`src/rtl/bay_pkg.sv`:
```
package bay_pkg;
  localparam int NCH = 2;

  typedef enum logic [2:0] {
    ST_OFF    = 3'd0,
    ST_IN_DRV = 3'd1,
    ST_IN_PWR = 3'd2,
    ST_IN_REL = 3'd3,
    ST_ACTIVE = 3'd4,
    ST_RM_RST = 3'd5,
    ST_RM_TRI = 3'd6
  } seq_st_t;

  localparam logic [1:0] MODE_RUN = 2'b00;
  localparam logic [1:0] MODE_TRI = 2'b01;
  localparam logic [1:0] MODE_LOW = 2'b10;

  localparam logic [1:0] A_CTRL   = 2'd0;
  localparam logic [1:0] A_SETTLE = 2'd1;
  localparam logic [1:0] A_MODE   = 2'd2;
  localparam logic [1:0] A_STAT   = 2'd3;
endpackage

```
`src/rtl/bay_regs.sv`:
```
module bay_regs
  import bay_pkg::*;
#(
  parameter int DATA_W     = 8,
  parameter int SETTLE_DEF = 4
) (
  input  logic              clk,
  input  logic              rst_n,
  input  logic              wr,
  input  logic [1:0]        addr,
  input  logic [DATA_W-1:0] wdata,
  output logic [NCH-1:0]    tri_en,
  output logic              lock,
  output logic [2*NCH-1:0]  iordy,
  output logic [DATA_W-1:0] settle
);
  localparam int LOCK_BIT = NCH;
  localparam int IO_LSB   = NCH + 1;

  always_ff @(posedge clk or negedge rst_n) begin
    if (!rst_n) begin
      tri_en <= '1;
      lock   <= 1'b0;
      iordy  <= '0;
      settle <= DATA_W'(SETTLE_DEF);
    end else if (wr) begin
      if (addr == A_CTRL) begin
        if (!lock) tri_en <= wdata[NCH-1:0];
        if (wdata[LOCK_BIT]) lock <= 1'b1;
        iordy <= wdata[IO_LSB +: 2*NCH];
      end
      if (addr == A_SETTLE) settle <= wdata;
    end
  end


  lock_sticky_chk: assert property (@(posedge clk) disable iff (!rst_n)
    lock |=> lock);

  tri_hold_chk: assert property (@(posedge clk) disable iff (!rst_n)
    (lock && wr && addr == A_CTRL) |=> tri_en == $past(tri_en));
endmodule

```
`src/rtl/bay_seq.sv`:
```
module bay_seq
  import bay_pkg::*;
#(
  parameter int CNT_W = 8
) (
  input  logic             clk,
  input  logic             rst_n,
  input  logic             out_req,
  input  logic             in_req,
  input  logic [CNT_W-1:0] settle,
  output seq_st_t          st,
  output logic             busy,
  output logic             err,
  output logic             bay_pwr,
  output logic             bay_rst,
  output logic             hold,
  output logic             force_tri,
  output logic             force_low
);
  seq_st_t          nxt;
  logic [CNT_W-1:0] cnt;
  logic             acc_in, acc_out, rej;

  assign acc_in  = in_req  && (st == ST_OFF);
  assign acc_out = out_req && (st == ST_ACTIVE);
  assign rej     = (in_req && !acc_in) || (out_req && !acc_out);
  assign busy    = (st != ST_OFF) && (st != ST_ACTIVE);

  always_comb begin
    nxt = st;
    case (st)
      ST_OFF:    if (acc_in) nxt = ST_IN_DRV;
      ST_IN_DRV: nxt = ST_IN_PWR;
      ST_IN_PWR: if (cnt == '0) nxt = ST_IN_REL;
      ST_IN_REL: nxt = ST_ACTIVE;
      ST_ACTIVE: if (acc_out) nxt = ST_RM_RST;
      ST_RM_RST: nxt = ST_RM_TRI;
      ST_RM_TRI: nxt = ST_OFF;
      default:   nxt = ST_OFF;
    endcase
  end

  always_ff @(posedge clk or negedge rst_n) begin
    if (!rst_n) begin
      st  <= ST_OFF;
      cnt <= '0;
      err <= 1'b0;
    end else begin
      st  <= nxt;
      err <= err | rej;
      if (st == ST_IN_DRV) cnt <= settle;
      else if (st == ST_IN_PWR && cnt != '0) cnt <= cnt - 1'b1;
    end
  end

  always_comb begin
    bay_pwr   = 1'b1;
    bay_rst   = 1'b1;
    hold      = 1'b1;
    force_tri = 1'b0;
    force_low = 1'b0;
    case (st)
      ST_OFF:    begin bay_pwr = 1'b0; force_tri = 1'b1; end
      ST_IN_DRV: begin bay_pwr = 1'b0; force_low = 1'b1; end
      ST_IN_PWR: force_low = 1'b1;
      ST_IN_REL: begin bay_rst = 1'b0; force_low = 1'b1; end
      ST_ACTIVE: begin bay_rst = 1'b0; hold = 1'b0; end
      ST_RM_TRI: force_tri = 1'b1;
      default:   ;
    endcase
  end


  rm_order_chk: assert property (@(posedge clk) disable iff (!rst_n)
    $fell(bay_pwr) |-> $past(bay_rst) && $past(force_tri));

  rel_after_pwr_chk: assert property (@(posedge clk) disable iff (!rst_n)
    $fell(bay_rst) |-> bay_pwr && $past(bay_pwr));

  reject_chk: assert property (@(posedge clk) disable iff (!rst_n)
    (busy && (in_req || out_req)) |=> err && st != ST_RM_RST && st != ST_IN_DRV);

  err_sticky_chk: assert property (@(posedge clk) disable iff (!rst_n)
    err |=> err);
endmodule

```
`src/rtl/bay_pad.sv`:
```
module bay_pad
  import bay_pkg::*;
#(
  parameter bit IS_BAY = 1'b0
) (
  input  logic       rst_req,
  input  logic       tri_en,
  input  logic       hold,
  input  logic       force_tri,
  input  logic       force_low,
  output logic       oe,
  output logic       drv_low,
  output logic       ibe,
  output logic       in_rst,
  output logic [1:0] mode
);
  logic f_low, f_tri;

  assign f_low  = IS_BAY && force_low;
  assign f_tri  = IS_BAY && force_tri;
  assign in_rst = rst_req || (IS_BAY && hold);

  always_comb begin
    if (f_low || (in_rst && !f_tri && !tri_en)) begin
      {oe, drv_low, ibe} = 3'b110;
      mode = MODE_LOW;
    end else if (f_tri || in_rst) begin
      {oe, drv_low, ibe} = 3'b000;
      mode = MODE_TRI;
    end else begin
      {oe, drv_low, ibe} = 3'b101;
      mode = MODE_RUN;
    end
  end
endmodule

```
`src/rtl/bay_iso_ctrl.sv`:
```
module bay_iso_ctrl
  import bay_pkg::*;
#(
  parameter int DATA_W     = 8,
  parameter int SETTLE_DEF = 4,
  parameter int BAY_CH     = 1
) (
  input  logic              clk,
  input  logic              rst_n,
  input  logic              reg_wr,
  input  logic [1:0]        reg_addr,
  input  logic [DATA_W-1:0] reg_wdata,
  output logic [DATA_W-1:0] reg_rdata,
  input  logic [NCH-1:0]    chan_rst_req,
  input  logic              swap_out_req,
  input  logic              swap_in_req,
  output logic [NCH-1:0]    pad_oe,
  output logic [NCH-1:0]    pad_drv_low,
  output logic [NCH-1:0]    pad_ibe,
  output logic [NCH-1:0]    chan_rst,
  output logic              bay_pwr_en,
  output logic              bay_rst,
  output logic [2*NCH-1:0]  iordy_en
);
  localparam int CTRL_W = 3*NCH + 1;

  logic [NCH-1:0]    tri_en;
  logic              lock;
  logic [DATA_W-1:0] settle;
  seq_st_t           st;
  logic              busy, err, hold, force_tri, force_low;
  logic [2*NCH-1:0]  mode_all;

  bay_regs #(.DATA_W(DATA_W), .SETTLE_DEF(SETTLE_DEF)) u_regs (
    .clk(clk), .rst_n(rst_n), .wr(reg_wr), .addr(reg_addr), .wdata(reg_wdata),
    .tri_en(tri_en), .lock(lock), .iordy(iordy_en), .settle(settle)
  );

  bay_seq #(.CNT_W(DATA_W)) u_seq (
    .clk(clk), .rst_n(rst_n), .out_req(swap_out_req), .in_req(swap_in_req),
    .settle(settle), .st(st), .busy(busy), .err(err), .bay_pwr(bay_pwr_en),
    .bay_rst(bay_rst), .hold(hold), .force_tri(force_tri), .force_low(force_low)
  );

  for (genvar c = 0; c < NCH; c++) begin : g_pad
    bay_pad #(.IS_BAY(c == BAY_CH)) u_pad (
      .rst_req(chan_rst_req[c]), .tri_en(tri_en[c]), .hold(hold),
      .force_tri(force_tri), .force_low(force_low),
      .oe(pad_oe[c]), .drv_low(pad_drv_low[c]), .ibe(pad_ibe[c]),
      .in_rst(chan_rst[c]), .mode(mode_all[2*c +: 2])
    );
  end

  always_comb begin
    reg_rdata = '0;
    case (reg_addr)
      A_CTRL:   reg_rdata[CTRL_W-1:0] = {iordy_en, lock, tri_en};
      A_SETTLE: reg_rdata = settle;
      A_MODE:   reg_rdata[2*NCH-1:0] = mode_all;
      default:  reg_rdata[4:0] = {err, busy, st};
    endcase
  end


  pwr_up_driven_chk: assert property (@(posedge clk) disable iff (!rst_n)
    $rose(bay_pwr_en) |-> pad_oe[BAY_CH] && pad_drv_low[BAY_CH]
                          && $past(pad_oe[BAY_CH] && pad_drv_low[BAY_CH]));

  no_float_low_chk: assert property (@(posedge clk) disable iff (!rst_n)
    (pad_drv_low & ~pad_oe) == '0);

  ibe_off_in_rst_chk: assert property (@(posedge clk) disable iff (!rst_n)
    (pad_ibe & chan_rst) == '0);
endmodule

```
`config.mk`:
```
export PLATFORM = sky130hd
export DESIGN_NAME = bay_iso_ctrl
export DESIGN_NICKNAME = d
export VERILOG_FILES = /design/src/rtl/bay_pkg.sv /design/src/rtl/bay_regs.sv /design/src/rtl/bay_seq.sv /design/src/rtl/bay_pad.sv /design/src/rtl/bay_iso_ctrl.sv
export SDC_FILE = /design/constraint.sdc
export NUM_CORES = 1
export LEC_CHECK = 0
export ABC_AREA = 1
export BUFFER_PORTS_ARGS = -buffer_cell sky130_fd_sc_hd__buf_2
export CAP_MARGIN = 20
export CORE_ASPECT_RATIO = 0.7
export CORE_MARGIN = 4
export CORE_UTILIZATION = 57
export DETAILED_ROUTE_END_ITERATION = 16
export HOLD_SLACK_MARGIN = 0.02
export PLACE_DENSITY = 0.84
export SYNTH_ARGS = -nofsm -noshare
export SYNTH_HDL_FRONTEND = slang
export SYNTH_SLANG_ARGS = --single-unit
```
`constraint.sdc`:
```
create_clock -name clk -period 3.1 [get_ports clk]
set_clock_uncertainty 0.1 [all_clocks]
set_input_delay 0.62 -clock clk [delete_from_list [all_inputs] [get_ports clk]]
set_output_delay 0.62 -clock clk [all_outputs]
set_load 0.02 [all_outputs]
```
## Yosys cells after proc, flatten, opt, wreduce, memory -nomap -nowiden

Cells that the tools add are included.

- Bits in registers: 27
- Input port bits: 17
- Output and inout port bits: 22
- Word-level logic and storage cells: 82

- Add/subtract/negate cells: 1
- Eq/ne operators: 12
- Multiplexer cells: 27
- Bitwise gates (word level): 2
- Reductions and logical operators: 33

Operators with widths:

| kind | count |
|---|---|
| $pmux W3 S6 | 1 |
| $mux W1 | 16 |
| $mux W8 | 2 |
| $pmux W4 S3 | 1 |
| $eq A3 B3 Y1 const B | 3 |
| $logic_and A1 B1 Y1 | 9 |
| $mux W3 | 3 |
| $reduce_and A3 Y1 | 3 |
| $logic_not A8 Y1 | 1 |
| $reduce_bool A8 Y1 | 1 |
| $sub A8 B1 Y8 const B | 1 |
| $eq A3 B2 Y1 const B | 2 |
| $ne A2 B1 Y1 const B | 3 |
| $reduce_or A2 Y1 | 3 |
| $logic_not A1 Y1 | 5 |
| $logic_or A1 B1 Y1 | 4 |
| $mux W2 | 2 |
| $pmux W2 S2 | 1 |
| $reduce_and A2 Y1 | 2 |
| $eq A3 B1 Y1 const B | 1 |
| $logic_not A3 Y1 | 1 |
| $ne A3 B3 Y1 const B | 1 |
| $pmux W1 S3 | 1 |
| $reduce_bool A3 Y1 | 1 |
| other kinds (7) | 7 |

## Longest topological paths before layout

Gate-level depths: netlist of run 1.

- Word-level depth: 9
- Depth in mapped cells: 8
- Mapped depth without buffers: 8

## Cells and area by module

A second synthesis of run 1 with hierarchy kept.

- Cell total of the unflattened synthesis: 242
- Area, all modules: 1,804.2 µm²

Modules (own cells, without submodules):

| module | times used | cells each | area an instance (µm²) | seq. area each (µm²) |
|---|---|---|---|---|
| bay_seq | 1 | 120 | 855.8 | 300.3 |
| bay_regs | 1 | 66 | 655.6 | 379.1 |
| bay_iso_ctrl | 1 | 37 | 195.2 | 0.0 |
| bay_pad (g_pad[1].u_pad) | 1 | 13 | 67.6 | 0.0 |
| bay_pad (g_pad[0].u_pad) | 1 | 6 | 30.0 | 0.0 |

## Least setup slack after synthesis of run 1

No wires, ideal clock.

- Kind: in2out
- Start: input reg_addr[1]
- End: output reg_rdata[4]
- Arrival: 1.324 ns
- Data required time: 2.380 ns
- Slack: 1.056 ns
- Cell stages on the path: 4
- Path buffers: 0
- Cells stage by stage: or2_2 inv_1 nand2_1 o211ai_1

- Word-level cells in the longest chain between the ends: 2
- Elaborated cells on any way between the ends: 4
- Classes of those cells: 2 x eq/ne; 1 x mux; 1 x reduce/logical

RTL lines:

| element | line | text |
|---|---|---|
| start: declaration | bay_iso_ctrl.sv:11 | `input logic [1:0] reg_addr,` |
| $eq A2 B2 Y1 (tied with other cells) | bay_iso_ctrl.sv:56 | `case (reg_addr)` |
| $pmux W1 S3 * | bay_iso_ctrl.sv:56 |  |
| end: declaration | bay_iso_ctrl.sv:13 | `output logic [DATA_W-1:0] reg_rdata,` |

Mark *: on every way between the ends. The rest lies on a longest branch, timed or not.

## Worst setup path in the final report of run 1

- Start: input reg_addr[1]
- End: output reg_rdata[3]

- Word-level cells in the longest chain between the ends: 2
- Elaborated cells on any way between the ends: 4
- Classes of those cells: 2 x eq/ne; 1 x mux; 1 x reduce/logical

RTL lines:

| element | line |
|---|---|
| $eq A2 B2 Y1 (tied with other cells) | bay_iso_ctrl.sv:56 |
| $pmux W4 S3 * | bay_iso_ctrl.sv:56 |

Marked as above.

==> out/qor.yml, run 1 <==
synth:
  yosysTopAreaCellShare: 0.355
  ys_seq_elements: 27
  synth.area.top_cells: "dfrtp_1 35%, nand2_1 16%, inv_1 6.4%"
  avgSynthCellArea_um2: 7.33
  seq_area_frac_synth: 0.401
  post-synth-top-area-cell: "dfrtp_1"
  syn_nets: 250
  ys_types: 29
  synthCells: 231
  netlist_area_um2: 1690
  yosys_warnings: 0
clocking:
  cts_resized: 0
  cts_buffers: 3
  clk_latency_ps: 280
  root_buffer: "clkbuf_8"
  cts_max_level: 1
  cts_tree: "built"
  clk_pin_slew_ps: 100
  post_cts_buffers: 0
  cts.sinks: 27
  hold_buffers: 0
  cts.path.max_buffers: 2
power:
  power_mw: 1.66
  p_sw_mw: 0.810
  power_frac_clock: 0.126
  ir_drop_mv: 0.611
  switching_share: 0.488
  p_seq_frac: 0.335
  powerDensity_nw_per_um2: 868
  leakage_nw: 1.02
  p_comb_frac: 0.539
  cell_internal_pwr_mw: 0.851
timing:
  hold_ws_ps: 226
  max_freq_mhz: 430
  min_period_over_period: 0.750
  setup_tns_ps: 0
  drv_slew: 0
  maxSlewHeadroom: 0.605
  period_needed_ps: 2320
  setup_viol: 0
  rsz0062_at_grt: "no"
  hold_viol_final: 0
  tightest_slew_ps: 593
place:
  dp.cells: 296
  hpwl_mm: 2.95
  io_buffers: 38
  gp_congestion: 0.898
drt:
  routed_wirelength_mm: 3.73
  num_vias: 1566
  drt_iter0_markers: 106
  drc: 0
  wire_per_inst_um: 12.4
  first_pass_iters: 4
  post_drt_via_cell_ratio: 5.22
  drtAntennaViolNets: 0
floorplanning:
  core_um2: 2820
  die-area_um2: 3920
  die_h_um: 53.6
  io_pins: 39
  start_util: 0.600
  die_w_um: 73.2
  num_rows: 16
global_routing:
  grt_pass1_wl_mm: 6.40
  grt.total_usage: 0.215
  grt_pass1_vias: 1425
  grt_max_degree: 28
  use_met3: 0.0485
  antenna_found_initial: 0
  grt_use_met2: 0.319
  use_met1: 0.315
  grt_most_used_layer: "met2"
  overflow: 0
finish:
  antennaDiodeCount: 0
  stdcell_count: 300
  nets: 284
  drive_above_1_share: 0.258
  areaGrowthSynthToFinish_pct: 12.9
  final_core_util: 0.678
worst_setup_path:
  worstSetupEndpointType: "output port"
  start_kind: "input port"
  r2r_end: "u_seq.cnt[1]"
  r2r-start: "u_seq.cnt[0]"
  rr_worst_depth: 7
  crit_type: "in -> out"
  critPathArrivalTime_ps: 1600
  critPathRequiredTime_ps: 2380
  r2r_slack_ps: 1520
  path_max_fanout: 7
hold_path:
  min-delay-path-class: "in -> async"
flow_run:
  maxCapViolations: 0
run_status:
  run_status: "finished clean"
==> sequential cells by signal, summed over array words and instances (netlist names) <==
register	count
u_seq.st	3
u_regs.tri_en	2
u_regs.settle	8
u_seq.cnt	8
u_seq.err	1
u_regs.iordy	4
u_regs.lock	1
==> final cells by class <==
class | count | area (um^2)
fill | 258 | 910
multi-input combinational | 161 | 820
sequential | 27 | 679
timing repair buffer | 38 | 190
inverter | 34 | 130
tap | 36 | 45.0
clock buffer | 3 | 41.3
clock inverter | 1 | 7.51
==> stage by stage <==
| step | instance area [um^2] | setup slack, ps |
|---|---|---|
| final | 1910 | 776 |
| after global routing | 1910 | 634 |
| after CTS | 1910 | 770 |
| after detailed placement | 1860 | 770 |
| after global placement | 1860 | 800 |
| after floorplan | 1690 | 1060 |
==> cells by family (layout without fill, tap and decap cells) <==
group | after synthesis | after routing | share of synthesized area
adders and majority gates | 2 | 2 | 0.0148
xor gates and xnor gates | 1 | 1 | 0.00517
buffers and inverters | 43 | 76 | 0.115
AOI/OAI and AO/OA | 31 | 31 | 0.111
and+or+nand+nor | 127 | 127 | 0.353
DFF | 27 | 27 | 0.401
==> cell usage in the layout (no fill, tap or decap), types with 3 or more instances in the layout <==
| cell | synthesis | final |
|---|---|---|
| nand2_1 | 72 | 72 |
| buf_2 | 1 | 38 |
| inv_1 | 29 | 29 |
| dfrtp_1 | 24 | 24 |
| nor2_1 | 19 | 19 |
| o21ai_0 | 18 | 18 |
| nand3_1 | 12 | 12 |
| nand4_1 | 5 | 5 |
| nor2_4 | 5 | 5 |
| inv_2 | 4 | 4 |
| nand2_2 | 3 | 3 |
| a21oi_1 | 3 | 3 |
| o21ai_1 | 3 | 3 |
| clkbuf_8 | 0 | 3 |
| dfstp_2 | 3 | 3 |
==> metal layers <==
layer  share of wire  wire length, um
met5               0                0
met4           0.012               43
met3           0.079              293
met2            0.41             1520
met1            0.50             1870
==> power by group through the flow <==
stage | registers [mW] | clock network [mW] | logic (mW)
detailed placement | 0.562 | 0 | 0.898
global route | 0.575 | 0.225 | 1.01
CTS | 0.557 | 0.210 | 0.903
floorplan | 0.550 | 0 | 0.725
global placement | 0.563 | 0 | 0.876
finish | 0.557 | 0.209 | 0.896
==> Yosys cell counts (all sizes together) <==
cell / n
dfrtp: 24
dfstp: 3
o2111ai: 1
o211ai: 1
a22o: 2
xor2: 1
nand3b: 2
nand2: 77
inv: 34
nand4: 5
buf: 9
or2: 2
a21oi: 3
nor2: 26
o21ai: 24
nand3: 13
ha: 2
nor3: 2
==> critical path, stage by stage <==
cell	delay [ps]
buf_2	110
or2_2	310
inv_1	200
nand2_1	100
nand4_1	100
buf_2	170
==> worst max path at each step <==
stage	from	to	slack, ps	cells past startpoint
floorplan	reg_addr[1]	reg_rdata[4]	1060	4
global placement	reg_addr[1]	reg_rdata[1]	800	6
detailed placement	reg_addr[1]	reg_rdata[4]	770	6
CTS	reg_addr[1]	reg_rdata[4]	770	6
global route	u_seq.st[1]	reg_rdata[2]	630	6
finish	reg_addr[1]	reg_rdata[3]	780	6
Note: power is estimated with default switching activity, not from simulation.
==> run 2, diff against run 1 <==
ABC_AREA = 0   (was 1)
CORE_UTILIZATION = 53   (was 57)
PLACE_DENSITY = 0.79   (was 0.84)
clock period = 2.4 ns   (was 3.1 ns; I/O delays follow)
==> run 2 against run 1 <==
Effect of this change:
- sequential share of layout area grew 0.79 points
- die area grew 0.97%
- global-route usage shrank 0.18 points
- worst setup slack lost 710 ps
- area after synthesis shrank 6.0%
- sequential cell count is the same
- synthesized cell count shrank 35%
- final area shrank 1.6%
- final cell count shrank 26%
- register-to-register slack lost 1300 ps
- critical endpoint unchanged
==> out/qor.yml, run 2 <==
worst_setup_path:
  critPathArrivalTime_ps: 1750
  r2r_slack_ps: 240
  rr_worst_depth: 5
  critPathRequiredTime_ps: 1820
  worstSetupEndpointType: "output port"
  r2r_end: "u_seq.cnt[4]"
  startpoint: "u_seq.st[2]"
  r2r-start: "u_seq.st[2]"
  path_max_fanout: 4
  start_kind: "flop"
  crit_type: "reg -> out"
  endpoint: "reg_rdata[3]"
synth:
  postSynth.topFlopCell: "dfrtp_1"
  ys_seq_elements: 27
  synth_edf_count: 0
  synthCells: 150
  netlist_area_um2: 1590
  ys_top_cells_by_count: "24 x dfrtp_1, 14 x mux2_2, 11 x nor2_1"
  async_flop_share: 1.00
  post-synth-top-count-cell: "dfrtp_1"
  synth.area.top_cells: "dfrtp_1 38%, mux2_2 9.9%, dfstp_2 4.9%"
  post-synth-top-area-cell: "dfrtp_1"
  seq_area_frac_synth: 0.427
  avgSynthCellArea_um2: 10.6
  syn_nets: 169
  ys_types: 44
  yosys_warnings: 0
  yosysTopAreaCellShare: 0.377
place:
  hpwl_mm: 2.92
  io_buffers: 38
  dp.cells: 214
  gp_congestion: 0.852
drt:
  drc: 0
  first_pass_iters: 4
  routed_wirelength_mm: 3.95
  drtAntennaViolNets: 0
  route.top_layer_used: "met4"
  wl_met3_um: 292
  drt_iter0_markers: 148
  wire_per_inst_um: 17.8
  num_vias: 1328
  routed-wl-met2_mm: 1.91
  post_drt_via_cell_ratio: 5.98
  met1Wirelength_mm: 1.73
timing:
  hold_viol_final: 0
  maxSlewHeadroom: 0.604
  max_freq_mhz: 429
  rsz0062_at_grt: "no"
  min_period_over_period: 0.971
  setup_tns_ps: 0
  setup_viol: 0
  period_needed_ps: 2330
  hold_ws_ps: 92.1
  tightest_slew_ps: 593
  drv_slew: 0
finish:
  final_cell_mix: "39 x buf_2, 21 x dfrtp_1, 14 x mux2_2"
  areaGrowthSynthToFinish_pct: 18.1
  stdcell_count: 222
  largestRegisters: "u_regs.settle (8), u_seq.cnt (8), u_regs.iordy (4)"
  mostFrequentLayoutCell: "buf_2"
  drive_above_1_share: 0.468
  antennaDiodeCount: 0
  nets: 206
clocking:
  cts_max_level: 1
  cts_buffers: 3
  clk_pin_slew_ps: 100
  hold_buffers: 0
  cts.sinks: 27
  clk_latency_ps: 280
  cts_tree: "built"
  cts.path.max_buffers: 2
  root_buffer: "clkbuf_8"
power:
  leakage_nw: 0.851
  ir_drop_mv: 0.592
  powerDensity_nw_per_um2: 1170
flow_run:
  maxCapViolations: 0
run_status:
  run_status: "finished clean"
floorplanning:
  die_h_um: 53.9
  die-area_um2: 3960
  num_rows: 16
  start_util: 0.560
  core_um2: 2840
  io_pins: 39
  die_w_um: 73.5
global_routing:
  grt_pass1_vias: 1294
  overflow: 0
  grt.total_usage: 0.213
  antenna_found_initial: 0
  grt_max_degree: 28
  grt_pass1_wl_mm: 6.33
hold_path:
  min-delay-path-class: "in -> async"
-- run 2: cell count changes in the layout (fill, tap and decap cells not counted), moves of 4 or more --
cell | before | now
nand2_1 | 72 | 7
inv_1 | 29 | 7
o21ai_0 | 18 | 3
mux2_2 | 0 | 14
nor2_1 | 19 | 10
buf_4 | 0 | 7
mux2i_1 | 0 | 6
nand3_1 | 12 | 6
nand4_1 | 5 | 0
nor2_4 | 5 | 0
nor3b_1 | 0 | 4
-- run 2: routing by layer --
| layer | global-route usage | vias up |
|---|---|---|
| met5 | 0 | - |
| met4 | 0.0211 | 0 |
| met3 | 0.0485 | 2 |
| met2 | 0.365 | 54 |
| met1 | 0.289 | 661 |
| li1 | - | 611 |
-- run 2: where the power goes --
part	internal, mW	switching, mW	leakage, nW
clock network	0.118	0.152	0.0217
logic	0.500	0.619	0.517
registers	0.614	0.198	0.312
total	1.23	0.969	0.851
-- run 2: worst min-delay path by stage --
| stage | end | slack (ps) | cells after the start |
|---|---|---|---|
| after floorplan | u_regs.iordy[0] | 80 | 0 |
| after global routing | u_regs.settle[0] | 140 | 1 |
| after CTS | u_seq.cnt[7] | 120 | 1 |
| after detailed placement | u_seq.err | 360 | 1 |
| after global placement | u_seq.err | 360 | 1 |
| final | u_seq.cnt[1] | 90 | 1 |
-- run 2: metrics by stage --
step	util	cell area [um^2]	power, mW	setup WS [ps]
3_5_place_dp	0.623	1770	1.82	223
3_3_place_gp	0.623	1770	1.76	295
2_1_floorplan	-	1590	1.55	439
6_report	0.662	1880	2.20	69.7
5_1_grt	0.662	1880	2.35	17.0
4_1_cts	0.646	1840	2.11	19.6
-- run 2: repair_timing --
item | CTS | global route
buffers inserted | 1 | 3
endpoints found under the setup margin | 2 | 2
resized for setup | 4 | 6
-- run 2: cells by family after synthesis --
kind of cell / after synthesis / share of synthesized area
and+or+nand+nor: 49 / 0.174
buffers and inverters: 22 / 0.0731
adders and majority gates: 2 / 0.0157
muxes: 25 / 0.193
DFF: 27 / 0.427
AOI/OAI and AO/OA: 25 / 0.117
-- run 2: final cells by class --
type | instances | area [um^2]
clock buffers | 3 | 41.3
clock inverters | 1 | 7.51
fillers | 227 | 961
inverters | 8 | 30.0
multi-input cells | 101 | 827
flip-flops and latches | 27 | 683
well taps | 36 | 45.0
repair buffers | 46 | 248
-- run 2: worst max-delay path, cell delays in order (launching register included) --
cell	delay, ps
dfrtp_2	440
nor2b_4	150
a21oi_2	150
o22ai_2	100
mux4_2	460
buf_2	170
==> run 3, diff against run 2 <==
BUFFER_PORTS_ARGS = default   (was -buffer_cell sky130_fd_sc_hd__buf_2)
CORE_UTILIZATION = 62   (was 53)
DONT_BUFFER_PORTS = 1   (was default)
PLACE_DENSITY = 0.78   (was 0.79)
clock period = 2.21 ns   (was 2.4 ns; I/O delays follow)
==> run 3 against run 2 <==
Effect of this change:
- final cell count down 15%
- sequential power is 7.5% higher
- sequential share of layout area rose by 2.3 points
- register-to-register slack worse by 200 ps
- non-clock buffer count decreased by 32
- clock power up 8.5%
- largest cell class unchanged
- global-route usage rose by 2.0 points
- routed wire length decreased by 5.6%
==> out/qor.yml, run 3 (synthesis results as in run 2) <==
worst_setup_path:
  crit_cells: 4
  rr_worst_depth: 5
  crit_buf_inv: 1
  r2r_slack_ps: 40
  path_delay_family: "multiplexers"
  critPathArrivalTime_ps: 1650
  worstSetupEndpointType: "output port"
  r2r_end: "u_seq.cnt[4]"
  crit_type: "reg -> out"
  cp_cell_sequence: "buf_6 > nor2b_4 > o32ai_2 > mux4_2"
  endpoint: "reg_rdata[2]"
  critPathRequiredTime_ps: 1670
  start_kind: "flop"
  slowest_delay_ps: 550
  cp_slowest_cell: "mux4_2"
  r2r-start: "u_seq.st[2]"
  startpoint: "u_seq.st[2]"
  path_max_fanout: 8
drt:
  post_drt_via_cell_ratio: 6.49
  wire_per_inst_um: 19.8
  drc: 0
  num_vias: 1220
  drt_iter0_markers: 158
  drtAntennaViolNets: 0
  routed_wirelength_mm: 3.73
  first_pass_iters: 4
finish:
  fill_cells: 173
  regArea_um2: 683
  final_cell_mix: "21 x dfrtp_1, 14 x mux2_2, 10 x buf_4"
  stdcell_count: 188
  mostFrequentLayoutCell: "dfrtp_1"
  nets: 174
  largestRegisters: "u_regs.settle (8), u_seq.cnt (8), u_regs.iordy (4)"
  antennaDiodeCount: 0
  final_core_util: 0.720
  drive_above_1_share: 0.351
  multi_input_area_um2: 842
  areaGrowthSynthToFinish_pct: 11.1
clocking:
  cts_buffers: 3
  root_buffer: "clkbuf_8"
  clk_latency_ps: 280
  cts_max_level: 1
  cts.sinks: 27
  cts.path.max_buffers: 2
  cts_tree: "built"
  clk_pin_slew_ps: 90
floorplanning:
  num_rows: 15
  die_w_um: 68.6
  io_pins: 39
  die_h_um: 50.4
  core_um2: 2460
  start_util: 0.648
  die-area_um2: 3460
global_routing:
  grt_pass1_vias: 1195
  antenna_found_initial: 0
  grt.total_usage: 0.233
  overflow: 0
  grt_pass1_wl_mm: 5.97
  grt_max_degree: 28
place:
  hpwl_mm: 2.65
  io_buffers: 0
  dp.cells: 177
  gp_congestion: 0.909
timing:
  rsz0062_at_grt: "yes"
  max_freq_mhz: 455
  tightest_slew_ps: 581
  drv_slew: 0
  maxSlewHeadroom: 0.611
  hold_viol_final: 0
  setup_tns_ps: 0
  setup_viol: 0
  period_needed_ps: 2200
  min_period_over_period: 0.994
hold_path:
  min-delay-path-class: "in -> reg"
  hold_depth: 1
flow_run:
  maxCapViolations: 0
power:
  ir_drop_mv: 0.828
  leakage_nw: 0.740
  powerDensity_nw_per_um2: 1330
run_status:
  run_status: "finished clean"
[run 3: final cells by class]
| cell class | instances | area share |
|---|---|---|
| Clock buffer | 3 | 0.0233 |
| Inverter | 8 | 0.0170 |
| Multi-Input combinational cell | 101 | 0.476 |
| Clock inverter | 1 | 0.00495 |
| Tap cell | 34 | 0.0240 |
| Sequential cell | 27 | 0.386 |
| Timing Repair Buffer | 14 | 0.0686 |
[run 3: through the flow]
step	power [mW]	worst slack, ps	hold WS (ps)	instance area, um^2
after global placement	1.82	179	47.0	1600
after detailed placement	1.87	85.3	47.0	1600
after CTS	2.26	9.88	177	1730
after floorplan	1.68	287	46.4	1590
after global routing	2.49	-42.9	178	1770
final	2.35	13.9	181	1770
[run 3: routing by layer]
layer,vias to the layer above,global-route usage,wire length [um]
met2,60,0.365,1830
met1,605,0.322,1510
met5,-,0,0
met3,4,0.0805,355
li1,551,-,-
met4,0,0.0264,25
[run 3: power by group]
group | internal [mW] | total, mW | switching (mW)
combinational | 0.521 | 1.18 | 0.664
sequential | 0.667 | 0.873 | 0.207
clock | 0.132 | 0.293 | 0.161
total | 1.32 | 2.35 | 1.03
[run 3: worst min path at each step]
stage | start | endpoint | slack, ps
after CTS | reg_wdata[2] | u_regs.lock | 180
final | reg_wdata[2] | u_regs.lock | 180
after global routing | reg_wdata[2] | u_regs.lock | 180
after floorplan | rst_n | u_regs.iordy[0] | 50
after detailed placement | rst_n | u_seq.st[2] | 50
after global placement | rst_n | u_seq.st[2] | 50
[run 3: repair_timing]
| item | in CTS | in global routing |
|---|---|---|
| endpoints found under the hold margin | 27 | 0 |
| gates resized for setup | 9 | 5 |
| hold buffers | 2 | 0 |
| setup endpoints to repair | 2 | 4 |
| pin swaps | 1 | 1 |
| buffers inserted | 3 | 2 |
